===== src/rtl/rtc_irq_pkg.sv =====
package rtc_irq_pkg;

   localparam logic [1:0] ADDR_CTRL  = 2'd0;
   localparam logic [1:0] ADDR_ENAB  = 2'd1;
   localparam logic [1:0] ADDR_STAT  = 2'd2;
   localparam logic [1:0] ADDR_VALID = 2'd3;

   localparam int EN_HOLD_BIT = 7;
   localparam int EN_PER_BIT  = 6;
   localparam int EN_ALM_BIT  = 5;
   localparam int EN_UPD_BIT  = 4;

   localparam int LOW_ALIAS_SHIFT = 6;

   // period in ticks for a rate code; 0 means no periodic event
   function automatic int period_ticks(input int code);
      if (code == 0)
         return 0;
      else if (code < 3)
         return 1 << (code + LOW_ALIAS_SHIFT);
      else
         return 1 << (code - 1);
   endfunction

endpackage


===== src/rtl/rtc_cfg_regs.sv =====
module rtc_cfg_regs
   import rtc_irq_pkg::*;
#(
   parameter int DATA_W = 8
) (
   input  logic              clk,
   input  logic              rst_n,
   input  logic              wr_en,
   input  logic [1:0]        wr_addr,
   input  logic [DATA_W-1:0] wr_data,
   output logic [DATA_W-2:0] ctrl_q,
   output logic [DATA_W-1:0] enab_q,
   output logic              rate_restart
);

   initial begin
      assert (DATA_W == 8) else $error("rtc_cfg_regs: DATA_W must be 8");
   end

   logic wr_ctrl, wr_enab;

   assign wr_ctrl      = wr_en && (wr_addr == ADDR_CTRL);
   assign wr_enab      = wr_en && (wr_addr == ADDR_ENAB);
   assign rate_restart = wr_ctrl;

   always_ff @(posedge clk) begin
      if (!rst_n) begin
         ctrl_q <= '0;
         enab_q <= '0;
      end else begin
         if (wr_ctrl) ctrl_q <= wr_data[DATA_W-2:0];
         if (wr_enab) enab_q <= wr_data;
      end
   end

   // top bit of the control register is never stored
   p_ctrl_write_r10: assert property (@(posedge clk) disable iff (!rst_n)
      wr_ctrl |=> (ctrl_q == $past(wr_data[DATA_W-2:0])));

endmodule


===== src/rtl/rtc_rate_div.sv =====
module rtc_rate_div
   import rtc_irq_pkg::*;
#(
   parameter int RATE_W = 4
) (
   input  logic              clk,
   input  logic              rst_n,
   input  logic              tick_en,
   input  logic              restart,
   input  logic [RATE_W-1:0] rate,
   output logic              per_hit
);

   localparam int NCODE = 1 << RATE_W;
   localparam int CNT_W = NCODE - 2;

   initial begin
      assert (RATE_W == 4) else $error("rtc_rate_div: rate code map assumes RATE_W == 4");
   end

   logic [CNT_W-1:0] cnt_q;
   logic [NCODE-1:0] term_v;

   // one terminal-count compare per rate code
   genvar k;
   generate
      for (k = 0; k < NCODE; k++) begin : g_term
         if (k == 0) begin : g_off
            assign term_v[k] = 1'b0;
         end else begin : g_on
            localparam int LAST = period_ticks(k) - 1;
            assign term_v[k] = (cnt_q == CNT_W'(LAST));
         end
      end
   endgenerate

   assign per_hit = tick_en && !restart && (rate != '0) && term_v[rate];

   always_ff @(posedge clk) begin
      if (!rst_n)
         cnt_q <= '0;
      else if (restart || rate == '0)
         cnt_q <= '0;
      else if (tick_en)
         cnt_q <= per_hit ? '0 : cnt_q + 1'b1;
   end

   // periodic hits are never back to back (shortest period is 4 ticks)
   p_hit_spaced_r3: assert property (@(posedge clk) disable iff (!rst_n)
      per_hit |=> !per_hit);

   // with the rate off the counter sits at zero
   p_off_idle_r2: assert property (@(posedge clk) disable iff (!rst_n)
      (rate == '0) |=> (cnt_q == '0));

   // the counter holds when no tick arrives
   p_tick_gate_r11: assert property (@(posedge clk) disable iff (!rst_n)
      (!tick_en && !restart && rate != '0) |=> $stable(cnt_q));

endmodule


===== src/rtl/rtc_evt_flags.sv =====
module rtc_evt_flags (
   input  logic clk,
   input  logic rst_n,
   input  logic per_hit,
   input  logic alarm_evt,
   input  logic update_evt,
   input  logic clr,
   input  logic en_per,
   input  logic en_alm,
   input  logic en_upd,
   input  logic hold,
   output logic pf_q,
   output logic af_q,
   output logic uf_q,
   output logic intf_q
);

   logic pf_n, af_n, uf_n, req_n;

   // a fresh event beats the clear
   assign pf_n  = per_hit    || (pf_q && !clr);
   assign af_n  = alarm_evt  || (af_q && !clr);
   assign uf_n  = update_evt || (uf_q && !clr);
   assign req_n = (en_per && pf_n) || (en_alm && af_n) || (en_upd && !hold && uf_n);

   always_ff @(posedge clk) begin
      if (!rst_n) begin
         pf_q   <= 1'b0;
         af_q   <= 1'b0;
         uf_q   <= 1'b0;
         intf_q <= 1'b0;
      end else begin
         pf_q   <= pf_n;
         af_q   <= af_n;
         uf_q   <= uf_n;
         intf_q <= req_n || (intf_q && !clr);
      end
   end

   // a clear with no events empties everything
   p_clear_all_r7: assert property (@(posedge clk) disable iff (!rst_n)
      (clr && !per_hit && !alarm_evt && !update_evt) |=> !(pf_q || af_q || uf_q || intf_q));

   // an alarm arriving with the clear survives
   p_event_wins_r9: assert property (@(posedge clk) disable iff (!rst_n)
      (clr && alarm_evt) |=> af_q);

   // a new request always has an enabled flag behind it
   p_intf_cause_r6: assert property (@(posedge clk) disable iff (!rst_n)
      $rose(intf_q) |-> (($past(en_per) && pf_q) || ($past(en_alm) && af_q) ||
                         ($past(en_upd && !hold) && uf_q)));

   // with only the update source enabled and held, no request rises
   p_hold_blocks_r8: assert property (@(posedge clk) disable iff (!rst_n)
      (!intf_q && hold && !en_per && !en_alm) |=> !intf_q);

endmodule


===== src/rtl/rtc_irq_ctrl.sv =====
module rtc_irq_ctrl
   import rtc_irq_pkg::*;
#(
   parameter int DATA_W = 8,
   parameter int RATE_W = 4
) (
   input  logic              clk,
   input  logic              rst_n,
   input  logic              tick_en,
   input  logic              alarm_evt,
   input  logic              update_evt,
   input  logic              backup_ok,
   input  logic              wr_en,
   input  logic [1:0]        wr_addr,
   input  logic [DATA_W-1:0] wr_data,
   input  logic [1:0]        rd_addr,
   output logic [DATA_W-1:0] rd_data,
   input  logic              stat_rd,
   output logic              irq_oe,
   output logic              irq_o
);

   localparam int FLAG_LSB = DATA_W - 4;

   logic [DATA_W-2:0] ctrl_q;
   logic [DATA_W-1:0] enab_q;
   logic              rate_restart, per_hit;
   logic              pf_q, af_q, uf_q, intf_q;

   rtc_cfg_regs #(.DATA_W(DATA_W)) u_cfg (
      .clk          (clk),
      .rst_n        (rst_n),
      .wr_en        (wr_en),
      .wr_addr      (wr_addr),
      .wr_data      (wr_data),
      .ctrl_q       (ctrl_q),
      .enab_q       (enab_q),
      .rate_restart (rate_restart)
   );

   rtc_rate_div #(.RATE_W(RATE_W)) u_div (
      .clk     (clk),
      .rst_n   (rst_n),
      .tick_en (tick_en),
      .restart (rate_restart),
      .rate    (ctrl_q[RATE_W-1:0]),
      .per_hit (per_hit)
   );

   rtc_evt_flags u_flags (
      .clk        (clk),
      .rst_n      (rst_n),
      .per_hit    (per_hit),
      .alarm_evt  (alarm_evt),
      .update_evt (update_evt),
      .clr        (stat_rd),
      .en_per     (enab_q[EN_PER_BIT]),
      .en_alm     (enab_q[EN_ALM_BIT]),
      .en_upd     (enab_q[EN_UPD_BIT]),
      .hold       (enab_q[EN_HOLD_BIT]),
      .pf_q       (pf_q),
      .af_q       (af_q),
      .uf_q       (uf_q),
      .intf_q     (intf_q)
   );

   always_comb begin
      rd_data = '0;
      case (rd_addr)
         ADDR_CTRL:  rd_data = {1'b0, ctrl_q};
         ADDR_ENAB:  rd_data = enab_q;
         ADDR_STAT:  rd_data = {intf_q, pf_q, af_q, uf_q, {FLAG_LSB{1'b0}}};
         default:    rd_data = {backup_ok, {(DATA_W-1){1'b0}}};
      endcase
   end

   assign irq_oe = intf_q;
   assign irq_o  = 1'b0;

   // the pin is driven only after some flag has been seen
   p_pin_needs_flag_r6: assert property (@(posedge clk) disable iff (!rst_n)
      $rose(irq_oe) |-> (pf_q || af_q || uf_q));

   // the read strobe with no events releases the pin
   p_pin_release_r7: assert property (@(posedge clk) disable iff (!rst_n)
      (stat_rd && !alarm_evt && !update_evt && !per_hit) |=> !irq_oe);

endmodule


===== config.mk =====
export PLATFORM = sky130hd
export DESIGN_NAME = rtc_irq_ctrl
export DESIGN_NICKNAME = d
export VERILOG_FILES = /design/src/rtl/rtc_irq_pkg.sv /design/src/rtl/rtc_cfg_regs.sv /design/src/rtl/rtc_rate_div.sv /design/src/rtl/rtc_evt_flags.sv /design/src/rtl/rtc_irq_ctrl.sv
export SDC_FILE = /design/constraint.sdc
export NUM_CORES = 1
export LEC_CHECK = 0
export BUFFER_PORTS_ARGS = -buffer_cell sky130_fd_sc_hd__buf_2
export CAP_MARGIN = 10
export CORE_ASPECT_RATIO = 0.75
export CORE_MARGIN = 1.5
export CORE_UTILIZATION = 27
export CTS_CLUSTER_SIZE = 40
export DETAILED_ROUTE_END_ITERATION = 7
export PLACE_DENSITY = 0.53
export SETUP_SLACK_MARGIN = 0.05
export SLEW_MARGIN = 20
export SYNTH_ARGS = -nofsm -noshare
export SYNTH_HDL_FRONTEND = slang
export SYNTH_HIERARCHICAL = 1
export SYNTH_SLANG_ARGS = --single-unit
export TNS_END_PERCENT = 1

===== constraint.sdc =====
create_clock -name clk -period 2.5 [get_ports clk]
set_input_delay 0.125 -clock clk [delete_from_list [all_inputs] [get_ports clk]]
set_output_delay 0.125 -clock clk [all_outputs]
set_load 0.03 [all_outputs]

### Yosys cells after proc, flatten, opt, wreduce, memory -nomap -nowiden

Index checks and enable logic that the tools add are counted.

| word-level totals | value |
|---|---|
| output and inout port bits | 10 |
| register bits after elaboration | 33 |

| cells by class | value |
|---|---|
| equality and inequality tests | 16 |
| order comparisons | 1 |
| add/subtract/negate cells | 1 |
| muxes and demuxes | 4 |
| bitwise logic cells | 1 |
| reductions and logical operators | 28 |

Operators by type and width:

| kind | number |
|---|---|
| case mux 8 bit (3 select lines) | 1 |
| adder 14 x 1 -> 14 bit (second input constant) | 1 |
| equality test 14 x 10 -> 1 bit (second input constant) | 1 |
| equality test 14 x 11 -> 1 bit (second input constant) | 1 |
| equality test 14 x 12 -> 1 bit (second input constant) | 1 |
| equality test 14 x 13 -> 1 bit (second input constant) | 1 |
| equality test 14 bit (second input constant) | 1 |
| equality test 14 x 2 -> 1 bit (second input constant) | 1 |
| equality test 14 x 3 -> 1 bit (second input constant) | 1 |
| equality test 14 x 4 -> 1 bit (second input constant) | 1 |
| equality test 14 x 5 -> 1 bit (second input constant) | 1 |
| equality test 14 x 6 -> 1 bit (second input constant) | 1 |
| equality test 14 x 7 -> 1 bit (second input constant) | 1 |
| equality test 14 x 8 -> 1 bit (second input constant) | 1 |
| equality test 14 x 9 -> 1 bit (second input constant) | 1 |
| 2-to-1 mux 14 bit | 1 |
| logical AND 1 bit | 13 |
| logical OR 1 bit | 7 |
| < comparator 4 x 5 -> 1 bit (second input constant) | 1 |
| binary-select mux 1 bit (select 4 bit) | 1 |
| equality test 2 x 1 -> 1 bit (second input constant) | 2 |
| zero test 2 bit | 2 |
| zero test 4 bit | 1 |
| nonzero test 4 bit | 1 |
| other kinds (5) | 7 |

### Depth between registers and ports, before layout

| depth | value |
|---|---|
| word-level depth | 11 |
| mapped depth | 9 |
| gate-level depth less buffers | 7 |

### Hierarchy

The synthesis kept the hierarchy.

Modules (own cells, without submodules):

| module | area each (µm²) | cells each | instances |
|---|---|---|---|
| rtc_rate_div | 1064.8 | 121 | 1 |
| rtc_cfg_regs | 586.8 | 59 | 1 |
| rtc_evt_flags | 182.7 | 21 | 1 |
| rtc_irq_ctrl | 173.9 | 22 | 1 |

### Worst setup path after synthesis

Ideal clock, no wire load.

| path | value |
|---|---|
| path type | register -> register |
| start | reg u_div.cnt_q[0] |
| end | reg u_flags.intf_q |
| stages on the path, launching flop included | 10 |
| setup time | 77 ps |
| clock period less this slack | 2242 ps |
| path slack | 258 ps |
| path buffers | 2 |
| data arrival time | 2166 ps |
| path through | dfxtp_1 > ha_1 > and3_1 > buf_6 > a41oi_2 > or4b_4 > a311oi_4 > buf_6 > o21ai_2 > a41oi_2 |

| between the ends | value |
|---|---|
| longest elaborated chain between the ends | 9 |
| elaborated cells on any way between the ends | 21 |
| classes of those cells | eq/ne: 13; mux: 2; reduce/logical: 6 |

RTL lines:

| item | RTL line | source |
|---|---|---|
| start, declared | rtc_rate_div.sv:21 | `logic [CNT_W-1:0] cnt_q;` |
| start signal, assigned | rtc_rate_div.sv:45 | `cnt_q <= per_hit ? '0 : cnt_q + 1'b1;` |
| equality test 14 x 7 -> 1 bit (tied with other cells) | rtc_rate_div.sv:32 | `assign term_v[k] = (cnt_q == CNT_W'(LAST));` |
| binary-select mux 1 bit (select 4 bit) * | rtc_rate_div.sv:37 | `assign per_hit = tick_en && !restart && (rate != '0) && term_v[rate];` |
| 2-to-1 mux 1 bit (not written as such) * | rtc_rate_div.sv:37 |  |
| logical AND 1 bit * | rtc_rate_div.sv:37 |  |
| net per_hit | rtc_irq_ctrl.sv:27 | `logic rate_restart, per_hit;` |
| logical OR 1 bit * | rtc_evt_flags.sv:21 | `assign pf_n = per_hit \|\| (pf_q && !clr);` |
| logical AND 1 bit * | rtc_evt_flags.sv:24 | `assign req_n = (en_per && pf_n) \|\| (en_alm && af_n) \|\| (en_upd && !hold && uf_n);` |
| logical OR 1 bit * (2 in a row) | rtc_evt_flags.sv:24 |  |
| logical OR 1 bit * | rtc_evt_flags.sv:36 | `intf_q <= req_n \|\| (intf_q && !clr);` |
| end signal, assigned | rtc_evt_flags.sv:36 |  |
| end, declared | rtc_evt_flags.sv:15 | `output logic intf_q` |

The timed path passes the listed nets; every way through them passes the cells marked *. The select of a mux whose other input is x is not followed.
A chain may end at the register's enable or synchronous reset.

### Final worst setup path

| path | value |
|---|---|
| start | reg u_div.cnt_q[0] |
| end | reg u_div.cnt_q[9] |

| between the ends | value |
|---|---|
| longest elaborated chain between the ends | 5 |
| elaborated cells on any way between the ends | 18 |
| classes of those cells | add/sub: 1; eq/ne: 13; mux: 3; reduce/logical: 1 |

RTL lines:

| item | RTL line |
|---|---|
| equality test 14 x 7 -> 1 bit (tied with other cells) | rtc_rate_div.sv:32 |
| binary-select mux 1 bit (select 4 bit) * | rtc_rate_div.sv:37 |
| 2-to-1 mux 1 bit (not written as such) * | rtc_rate_div.sv:37 |
| logical AND 1 bit * | rtc_rate_div.sv:37 |
| net per_hit | rtc_irq_ctrl.sv:27 |
| 2-to-1 mux 14 bit * | rtc_rate_div.sv:45 |

Marked as above.

==> impl_results.md <==
* Pwr per Cell Area at 505 mW/mm^2
* Most frequent cells after synthesis: sky130_fd_sc_hd__nand2_1, sky130_fd_sc_hd__dfxtp_1, sky130_fd_sc_hd__mux2i_1
* First-pass iteration count of the detailed router at 4
* Area delta synth->final at 17.7%
* Clock insertion delay at the later pin of the skew report at 0.29 ns
* Average wire per standard cell at 13.1 um
* Initial detailed-routing violation count at 95
* Setup TNS at 0 ns
* End point of the critical path: u_div/cnt_q[9]
* Setup violation total in the final timing report at 0
* Yosys top cell area share at 32.9%
* Post-synthesis area per instance at 9.01 sq um
* Post-synth top area cell: sky130_fd_sc_hd__dfxtp_1
* Final-layout worst hold slack at 0.0687 ns
* Cell with the most instances after synthesis: sky130_fd_sc_hd__nand2_1
* CTS tree: built
* Largest clock skew in the final design at 0.00935 ns
* Top Ports at 30
* Level count of the clock H-tree at 2
* Hpwl dp at 3.56 mm
* Number of inserted filler cells in the final layout at 766
* Diodes inserted at 0
* Overall die area at 0.00797 sq mm
* Post-CTS Setup Repair Bufs at 0
* Startpoint of the most critical register-to-register path: u_div/cnt_q[0]
* Vias in the first global route at 1544
* Total number of clock tree sinks at 33
* Max-cap viol count at 0
* Max IR drop VDD at 0.188 mV
* Flip-flop and latch count after synthesis at 33
* Leading post-synthesis cells by cell area: sky130_fd_sc_hd__dfxtp_1, sky130_fd_sc_hd__mux2i_1, sky130_fd_sc_hd__nand2_1
* Cell chosen for the clock root: sky130_fd_sc_hd__clkbuf_8
* Clk pin slew, worst setup/hold paths at 0.08 ns
* Final Hold Vio Count at 0
* Area of the mapped netlist at 0.00201 sq mm
* Number of gates given a new drive strength after cts at 0
* Type of the worst setup path: reg2reg
* Endpoint of the lowest-slack register-to-register path: u_div/cnt_q[9]
* Buffer levels on the longest clock path at 2
* Critical path data arrival time at 2.45 ns
* Core Area at 0.00726 sq mm
* Fraction of layout cells with a size suffix above 1 at 27.6%
* Total number of yosys warnings at 6
* Launching instance or port of the critical path: u_div/cnt_q[0]
* GRT Total Usage at 12.6%
* Routability congestion estimate at 0.814
* Syn Nets at 245
* Reg2Reg Depth at 7
* Slack of the critical path at 0.213 ns
* Starting density of the core at 27.6%
* Register area share after synthesis at 32.9%
* Width of the die at 103 um
* Unrepaired setup endpoints after global routing: false
* TritonCTS buffer count at 5
* Prevailing post-synth register cell: sky130_fd_sc_hd__dfxtp_1
* Pin count of the biggest net entering global routing at 25
* Net load switching power at 0.000304 W
* Yosys cell types at 46
* Worst Hold Launch: alarm_evt
* Number of max-slew violations in the final report at 0
* Clock network fraction of design power at 43.2%
* Detailed Route WL at 4.67 mm
* Share of synthesized flip-flops with an asynchronous set or reset at 0%
* P_leak at 0.883 nW
* Hold Buf Count CTS at 0
* Total via count in the routed design at 1649
* Post-detailed-route via-to-cell ratio at 4.65
* Ratio of final minimum period to clock period at 91.5%
* DRC Markers at 0
* Post-Syn Instances at 223
* Global-route track usage on met2 at 16.8%
* Worst setup slack before clock tree synthesis at 0.118 ns
* Result of the run: finished, final reports clean
* Chip height at 77.7 um
* Cell internal power dissipation at 0.000888 W
* Time the worst path needs with I/O delays and setup at 2.29 ns
* First-pass GRT wire length at 7.80 mm
* Power consumption at 0.00119 W
* Worst min-delay path category: in2reg
* Relative slew slack at 63.1%
* Number of buffers added on ports at 28
* Largest fanout on the critical path at 7
* Global-route congestion overflow total at 0
* Antenna violations before repair at 0
* Combinational share of power at 10.9%
* Number of routed nets with antenna violations at 0
* Endpoint kind of the worst setup timing path: register
* Required time of the critical path at 2.66 ns
* Count of flip-flops with a built-in enable after synthesis at 0
* Fin nets at 275
* Most crowded layer after global routing: met1
* Element type at the critical path start: register
* Fraction of met1 tracks used by global routing at 19.9%
* Worst Max-Slew Pin Slew at 0.553 ns
* Reg2reg setup slack at 0.21 ns
* Switching fraction of total power at 25.5%
* Maximum frequency from static timing analysis at 437 MHz
* Met3 Usage GRT at 3.15%
* Sequential group share of total power at 46.0%
* Cell row count at 27
==> per-layer routing <==
| metal | wire, um | share of wire (%) |
|---|---|---|
| met5 | 0 | 0 |
| met4 | 14 | 0.30 |
| met3 | 197 | 4.2 |
| met2 | 1840 | 39 |
| met1 | 2620 | 56 |
==> power by group through the flow <==
stage	Clock [W]	Sequential [W]	Combinational [W]
floorplan	0	0.000558	0.0000910
global placement	0	0.000560	0.000129
detailed placement	0	0.000560	0.000129
CTS	0.000526	0.000548	0.000129
global route	0.000553	0.000550	0.000142
finish	0.000515	0.000548	0.000129
==> per-stage QoR <==
step	util (%)	instances	instance area (sq um)
after detailed placement	30.9	347	2240
after floorplan	-	223	2010
after CTS	32.4	355	2360
after global placement	30.9	347	2240
final	32.5	355	2360
after global routing	32.5	355	2360
==> worst min path at each step <==
stage	cells past startpoint	slack [ns]	to
after floorplan	2	0.25	u_flags/af_q
after global placement	3	0.37	u_flags/af_q
after detailed placement	3	0.37	u_flags/af_q
after CTS	3	0.07	u_flags/af_q
after global routing	3	0.08	u_flags/af_q
final	3	0.07	u_flags/af_q
==> sequential cells by signal, summed over array words and instances, names as in the netlist <==
name / count
u_cfg/enab_q: 8
u_flags/af_q: 1
u_cfg/ctrl_q: 7
u_flags/pf_q: 1
u_div/cnt_q: 14
u_flags/intf_q: 1
u_flags/uf_q: 1
==> kinds of logic after synthesis <==
family,after synthesis,share of synthesized area (%)
other cells,1,0.187
fa+ha+maj,2,1.25
xor+xnor,16,6.98
compound gates,18,9.04
buf+inv,21,6.73
simple gates,108,31.0
flops,33,32.9
mux,24,12.0
==> cell type report <==
| class | count | area [sq um] | share of cell area [%] |
|---|---|---|---|
| clock inverters | 3 | 46.3 | 1.96 |
| well taps | 101 | 126 | 5.35 |
| clock buffers | 5 | 68.8 | 2.91 |
| multi-input cells | 169 | 1220 | 51.6 |
| repair buffers | 39 | 223 | 9.42 |
| inverters | 5 | 18.8 | 0.794 |
| flip-flops and latches | 33 | 661 | 28.0 |
==> worst max-delay path, stage by stage, from the launching register on <==
cell                       delay, ns
sky130_fd_sc_hd__dfxtp_1        0.40
sky130_fd_sc_hd__ha_1           0.16
sky130_fd_sc_hd__and3_2         0.27
sky130_fd_sc_hd__a41oi_2        0.12
sky130_fd_sc_hd__or4b_4         0.53
sky130_fd_sc_hd__a311oi_4       0.39
sky130_fd_sc_hd__buf_4          0.23
sky130_fd_sc_hd__nor3_1         0.06
==> layout by cell type, fill, tap and decap left out, types with 2 or more instances in the layout <==
cell and instances:
sky130_fd_sc_hd__nand2_1 37, sky130_fd_sc_hd__dfxtp_1 33, sky130_fd_sc_hd__buf_2 28, sky130_fd_sc_hd__mux2i_1 24, sky130_fd_sc_hd__nor2_1 19, sky130_fd_sc_hd__buf_4 11
sky130_fd_sc_hd__nor3_2 10, sky130_fd_sc_hd__xor2_1 9, sky130_fd_sc_hd__nand4_1 8, sky130_fd_sc_hd__xnor2_1 7, sky130_fd_sc_hd__clkbuf_8 5, sky130_fd_sc_hd__inv_1 5
sky130_fd_sc_hd__nand3_1 4, sky130_fd_sc_hd__nor3_1 4, sky130_fd_sc_hd__o2bb2ai_1 3, sky130_fd_sc_hd__and3b_1 3, sky130_fd_sc_hd__nor2b_1 3, sky130_fd_sc_hd__nor3b_1 2
sky130_fd_sc_hd__o21ai_0 2, sky130_fd_sc_hd__and4_1 2, sky130_fd_sc_hd__and3_1 2, sky130_fd_sc_hd__nor4b_2 2, sky130_fd_sc_hd__a41oi_2 2, sky130_fd_sc_hd__ha_1 2
sky130_fd_sc_hd__and2b_1 2, sky130_fd_sc_hd__o21ai_2 2
Power figures use the tool's default switching activity.
